--- src/rtl/bgscan_pkg.sv ---
package bgscan_pkg;

  typedef enum logic [1:0] {
    BG_SOLID   = 2'b00,
    BG_CHECKER = 2'b01,
    BG_COLBAR  = 2'b10,
    BG_ROWBAR  = 2'b11
  } bg_kind_e;

  typedef struct packed {
    logic     rd;
    bg_kind_e kind;
    logic     inv;
  } scan_mode_t;

endpackage

--- src/rtl/bgscan_seq.sv ---
module bgscan_seq
  import bgscan_pkg::*;
#(
  parameter int ADDR_W = 4
) (
  input  logic              clk,
  input  logic              rst_n,
  input  logic              start,
  input  logic [2:0]        pat_sel,
  input  logic              pol,
  input  logic              pend,
  output logic              run,
  output logic [ADDR_W-1:0] addr,
  output logic              issue_last,
  output logic              start_acc,
  output scan_mode_t        mode_q
);

  localparam logic [ADDR_W-1:0] LAST_ADDR = {ADDR_W{1'b1}};

  assign start_acc  = start && !run && !pend;
  assign issue_last = run && (addr == LAST_ADDR);

  always_ff @(posedge clk or negedge rst_n) begin
    if (!rst_n) begin
      run    <= 1'b0;
      addr   <= '0;
      mode_q <= '0;
    end else if (start_acc) begin
      run         <= 1'b1;
      addr        <= '0;
      mode_q.rd   <= pat_sel[2];
      mode_q.kind <= bg_kind_e'(pat_sel[1:0]);
      mode_q.inv  <= pol;
    end else if (run) begin
      if (issue_last) run <= 1'b0;
      else            addr <= addr + 1'b1;
    end
  end

endmodule

--- src/rtl/bgscan_bg.sv ---
module bgscan_bg
  import bgscan_pkg::*;
#(
  parameter int DATA_W = 8
) (
  input  bg_kind_e          kind,
  input  logic              inv,
  input  logic              row_lsb,
  input  logic              col_lsb,
  output logic [DATA_W-1:0] word
);

  function automatic logic [DATA_W-1:0] bg_word(bg_kind_e k, logic iv,
                                                logic r, logic c);
    logic [DATA_W-1:0] w;
    for (int b = 0; b < DATA_W; b++) begin
      logic odd;
      odd = (b % 2) != 0;
      unique case (k)
        BG_SOLID:   w[b] = 1'b0;
        BG_CHECKER: w[b] = odd ^ r ^ c;
        BG_COLBAR:  w[b] = odd;
        default:    w[b] = r;
      endcase
      w[b] = w[b] ^ iv;
    end
    return w;
  endfunction

  assign word = bg_word(kind, inv, row_lsb, col_lsb);

endmodule

--- src/rtl/bgscan_cmp.sv ---
module bgscan_cmp #(
  parameter int DATA_W = 8
) (
  input  logic              clk,
  input  logic              rst_n,
  input  logic              start_acc,
  input  logic              op_v,
  input  logic              op_rd,
  input  logic              op_last,
  input  logic [DATA_W-1:0] exp_word,
  input  logic [DATA_W-1:0] rdata,
  output logic              pend,
  output logic              mismatch,
  output logic              fail,
  output logic              done
);

  logic              v_q, rd_q, last_q;
  logic [DATA_W-1:0] exp_q;

  always_ff @(posedge clk or negedge rst_n) begin
    if (!rst_n) begin
      v_q    <= 1'b0;
      rd_q   <= 1'b0;
      last_q <= 1'b0;
      exp_q  <= '0;
    end else begin
      v_q    <= op_v;
      rd_q   <= op_v && op_rd;
      last_q <= op_last;
      exp_q  <= exp_word;
    end
  end

  assign pend     = v_q;
  assign mismatch = rd_q && (rdata != exp_q);

  always_ff @(posedge clk or negedge rst_n) begin
    if (!rst_n) begin
      fail <= 1'b0;
      done <= 1'b0;
    end else begin
      done <= v_q && last_q;
      if (start_acc)     fail <= 1'b0;
      else if (mismatch) fail <= 1'b1;
    end
  end

endmodule

--- src/rtl/bgscan_engine.sv ---
module bgscan_engine
  import bgscan_pkg::*;
#(
  parameter int ADDR_W = 4,
  parameter int COL_W  = 2,
  parameter int DATA_W = 8
) (
  input  logic              clk,
  input  logic              rst_n,
  input  logic              start,
  input  logic [2:0]        pat_sel,
  input  logic              pol,
  input  logic [DATA_W-1:0] mem_rdata,
  output logic [ADDR_W-1:0] mem_addr,
  output logic [DATA_W-1:0] mem_wdata,
  output logic              mem_we,
  output logic              mem_re,
  output logic              done,
  output logic              fail
);

  scan_mode_t        mode_q;
  logic              run, issue_last, start_acc, pend, mismatch, busy, scan_rd;
  logic [ADDR_W-1:0] addr;
  logic [DATA_W-1:0] bg_w;

  bgscan_seq #(.ADDR_W(ADDR_W)) u_seq (
    .clk(clk), .rst_n(rst_n), .start(start), .pat_sel(pat_sel), .pol(pol),
    .pend(pend), .run(run), .addr(addr), .issue_last(issue_last),
    .start_acc(start_acc), .mode_q(mode_q)
  );

  bgscan_bg #(.DATA_W(DATA_W)) u_bg (
    .kind(mode_q.kind), .inv(mode_q.inv),
    .row_lsb(addr[COL_W]), .col_lsb(addr[0]), .word(bg_w)
  );

  bgscan_cmp #(.DATA_W(DATA_W)) u_cmp (
    .clk(clk), .rst_n(rst_n), .start_acc(start_acc), .op_v(run),
    .op_rd(mode_q.rd), .op_last(issue_last), .exp_word(bg_w),
    .rdata(mem_rdata), .pend(pend), .mismatch(mismatch),
    .fail(fail), .done(done)
  );

  assign scan_rd   = mode_q.rd;
  assign busy      = run || pend;
  assign mem_addr  = addr;
  assign mem_wdata = bg_w;
  assign mem_we    = run && !scan_rd;
  assign mem_re    = run && scan_rd;

endmodule

--- config.mk ---
export PLATFORM = sky130hd
export DESIGN_NAME = bgscan_engine
export DESIGN_NICKNAME = d
export VERILOG_FILES = /design/src/rtl/bgscan_pkg.sv /design/src/rtl/bgscan_seq.sv /design/src/rtl/bgscan_bg.sv /design/src/rtl/bgscan_cmp.sv /design/src/rtl/bgscan_engine.sv
export SDC_FILE = /design/constraint.sdc
export NUM_CORES = 1
export LEC_CHECK = 0
export CORE_MARGIN = 3
export CORE_UTILIZATION = 42
export CTS_BUF_LIST = sky130_fd_sc_hd__clkbuf_8
export CTS_CLUSTER_DIAMETER = 100
export DETAILED_ROUTE_END_ITERATION = 8
export GPL_ROUTABILITY_DRIVEN = 0
export HOLD_SLACK_MARGIN = 0.08
export PLACE_DENSITY = 0.83
export SYNTH_ARGS = -nofsm -noshare
export SYNTH_HDL_FRONTEND = slang
export SYNTH_SLANG_ARGS = --single-unit
--- constraint.sdc ---
create_clock -name clk -period 3.15 [get_ports clk]
set_clock_uncertainty 0.15 [all_clocks]
set_input_delay 0.945 -clock clk [delete_from_list [all_inputs] [get_ports clk]]
set_output_delay 0.945 -clock clk [all_outputs]
set_load 0.02 [all_outputs]
==> metrics list <==
* Power density of the placed cells: 1200 mW/mm2
* Number of failing setup endpoints in the final timing report: 0
- Summed over all layers, the global routing overflow is 0.
* Setup WS post-layout: 0.435 ns
- Count of unresolved DRC violations after routing: 0
* Normalized max-slew margin: 0.542
* DIE HEIGHT: 48.5 um
- For met1 alone, demand over resource in global routing was 0.175.
- Post-Layout Cell Count: 128
- The endpoint identified for the worst register-to-register timing path is u_cmp.fail$_DFFE_PN0P_.
- Critical setup path kind: reg2out
- For this design the total switching power over the nets is 0.565 mW.
- After floorplanning, the core was sized to cover 0.00159 mm2.
- The synthesized netlist occupies a cell area of 759 um2.
- In this run, post-CTS hold repair placed 0 buffers.
- The number of max-slew violations in the final report was 0.
* Hold Crit Endpoint: u_cmp.done$_DFF_PN0_
* Setup slack on the worst flop-to-flop path: 1.63 ns
- GR Util All Layers: 0.151
- CP top delay family: flip-flops
- Counting tap cells, the placed design contains a total of 124 instances.
* CTS tree: done
* Total Routed Length: 1.56 mm
- Counting every net in the synthesized netlist gives 93.
- Setup repair after global routing left no endpoint under its margin.
- Net switching share of the total power: 0.417
* First DRT Iteration DRCs: 7
- Total of flip-flops plus latches after synthesis: 16
- Final period demand of the worst path: 2.72 ns
- At the pin with the least slew margin, the transition time is 0.685 ns.
- Post-Layout Inst Area: 0.00113 mm2
- The root buffer cell chosen for the clock tree is sky130_fd_sc_hd__clkbuf_8.
- At the placement stage, the worst setup path has a slack of 0.180 ns.
- Critical Path, Cell by Cell: nand2b_1 > a21boi_0 > o22ai_1 > xnor2_2 > dlymetal6s2s_1
* Min-Delay Path Class: reg2reg
- During synthesis, Yosys emitted a total of 0 warnings.
* Run status: complete, no violations
- The area growth from synthesis to layout is 48.4%.
- For met3 alone, demand over resource in global routing was 0.0613.
- Number of violations of the max-capacitance limit: 0
- The clock passes through at most 2 buffers.
- Timing would allow up to 0.368 GHz.
- Most frequent cells in the layout: sky130_fd_sc_hd__clkdlybuf4s50_1, sky130_fd_sc_hd__nand2_1, sky130_fd_sc_hd__dfrtp_1
* Number of unique standard cell types used by synthesis: 21
- Sorting the synthesized cells by area gives the leading types as sky130_fd_sc_hd__dfrtp_1, sky130_fd_sc_hd__buf_4, sky130_fd_sc_hd__nand2_1.
- Sequential fraction of design power: 0.282
- Cell Area, Placed: 0.00104 mm2
- Fin crit share: 0.862
- In this design, the stage delay of the slowest critical-path cell is 0.40 ns.
- Static Leakage: 0.594 nW
* Mean area per synthesized cell: 9.86 um2
* Clock network latency to the later pin of the worst-skew pair: 0.25 ns
- From left edge to right edge, the die measures 48.5 um.
- Counting instances, the worst hold path has a depth of 1.
- Share of the synthesized area in the top cell type: 0.527
* Number of rows in the core area: 14
- Setup Buffers After CTS: 0
- The largest total area in the synthesized netlist belongs to sky130_fd_sc_hd__dfrtp_1.
* Routed wirelength normalized by instance count: 12.2 um
- Startpoint of the worst-slack reg-to-reg timing path: u_cmp.exp_q[4]$_DFF_PN0_
- Max H-tree Level: 1
- The number of antenna violations at the first check in global routing came to 0.
- Global routing met2 resource utilization: 0.243
- Initial Util: 0.476
- Critical Path Slowest Stage Cell: sky130_fd_sc_hd__dfrtp_1
- Worst setup EP type: output port
- The tree built by TritonCTS fans out to 16 sinks.
* Total internal power: 0.789 mW
* Wire length of the first global-routing pass: 2.76 mm
* Proportion of layout cells with a drive suffix above 1: 0.0673
- Gate count after technology mapping: 77
* Sequential-to-total area share from yosys stat: 0.527
- Num CTS Buffers: 3
- Summed over all nets, the half-perimeter wirelength after detailed placement is 1.17 mm.
- Along the worst path, the maximum fanout reaches 5.
- Launch point of the worst hold path: u_cmp.last_q$_DFF_PN0_
* Minimum hold slack: 0.306 ns
- 0 antenna diodes ended up in the layout.
- For the worst flop-to-flop path, the logic depth is 4.
- VDD sags by at most 0.582 mV.
* Maximum number of pins on one net before global-route repair: 17
- Required time at the worst-slack endpoint: 2.05 ns
- Detailed Routing Iterations Pass 1: 2
- Buffer and inverter count on the worst path: 1
- In this run the most used layer during global routing was met2.
- Die area: 0.00235 mm2
- Crit path launch type: flop
- After the last flow step, the layout net total stands at 121.
* Combinational share of power: 0.586
- Setup total negative slack on the finished layout was measured at 0 ns.
- Share of power burned in the clock network: 0.132
- Arrival time reported for the critical path endpoint: 1.62 ns
- The detail route stage leaves a number of antenna-violating nets equal to 0.
- # port buffers: 30
* Final-report hold violation count: 0
* Clock-pin slew of the registers on the worst-case setup and hold paths: 0.06 ns
- The via count of the first global-routing pass was 633.
- Commonest non-fill, non-tap cell in the layout: sky130_fd_sc_hd__clkdlybuf4s50_1
- The detailed router placed 609 vias in this run.
- During I/O placement, the number of pins put on the boundary was 31.
- Via-to-Cell Ratio: 4.76
routing by layer:
layer  part of all wire  wire length, um
met2               0.48              744
met1               0.43              665
met3              0.083              130
met5                  0                0
met4              0.013               21
kinds of logic after synthesis:
logic type	count (synthesis)	synth area share
simple gates	36	0.224
compound gates	6	0.0544
buf+inv	11	0.0939
fa+ha+maj	1	0.0165
xor+xnor	5	0.0577
flops	16	0.527
mux	2	0.0264
worst max path at each step:
stage / end / from / cells past startpoint
detailed placement: mem_wdata[7] / u_seq.addr[0]$_DFFE_PN0P_ / 5
global route: mem_wdata[1] / u_seq.addr[0]$_DFFE_PN0P_ / 5
finish: mem_wdata[5] / u_seq.mode_q[2]$_DFFE_PN0P_ / 5
global placement: mem_wdata[1] / u_seq.addr[0]$_DFFE_PN0P_ / 5
CTS: mem_wdata[0] / u_seq.mode_q[2]$_DFFE_PN0P_ / 5
floorplan: mem_wdata[3] / u_seq.addr[0]$_DFFE_PN0P_ / 5
cell type report:
cell class / count / area [um2]
tap: 24 / 30.0
multi-input combinational: 50 / 303
sequential: 16 / 400
timing repair buffer: 31 / 328
fill: 120 / 467
inverter: 3 / 11.3
clock buffer: 4 / 55.1
through the flow:
step                      power [mW]   util
final                           1.35  0.707
after global routing            1.45  0.707
after CTS                       1.39  0.690
after detailed placement        1.19  0.651
after global placement          1.17  0.651
after floorplan                0.927      -
power groups by stage:
stage	sequential [mW]	combinational (mW)	clock, mW
after floorplan	0.390	0.537	0
after global placement	0.379	0.787	0
after detailed placement	0.381	0.806	0
after CTS	0.381	0.820	0.185
after global routing	0.399	0.850	0.197
final	0.382	0.793	0.178
timing repair:
action | CTS | global route
gates resized for setup | 1 | 9
endpoints found under the setup margin | 4 | 8
pin swaps | 0 | 0
cell usage after synthesis:
library cell,count
sky130_fd_sc_hd__a21boi_0,2
sky130_fd_sc_hd__a21boi_1,1
sky130_fd_sc_hd__and2_1,2
sky130_fd_sc_hd__and3_1,1
sky130_fd_sc_hd__buf_4,8
sky130_fd_sc_hd__dfrtp_1,16
sky130_fd_sc_hd__ha_1,1
sky130_fd_sc_hd__inv_1,3
sky130_fd_sc_hd__mux2i_1,2
sky130_fd_sc_hd__nand2_1,16
sky130_fd_sc_hd__nand2b_1,1
sky130_fd_sc_hd__nand3_1,7
sky130_fd_sc_hd__nand4_1,2
sky130_fd_sc_hd__nor2_1,4
sky130_fd_sc_hd__nor3b_1,1
sky130_fd_sc_hd__o21a_1,1
sky130_fd_sc_hd__o21ai_0,1
sky130_fd_sc_hd__o22ai_1,1
sky130_fd_sc_hd__or4_1,2
sky130_fd_sc_hd__xnor2_1,3
sky130_fd_sc_hd__xor2_1,2
flip-flops by register name, summed over array words and instances (netlist names):
| name | flops |
|---|---|
| u_cmp.pend | 1 |
| u_cmp.exp_q | 2 |
| u_cmp.fail | 1 |
| u_cmp.last_q | 1 |
| u_cmp.rd_q | 1 |
| u_seq.mode_q | 4 |
| u_seq.run | 1 |
| u_cmp.done | 1 |
| u_seq.addr | 4 |
Note: power is estimated with default switching activity, not from simulation.
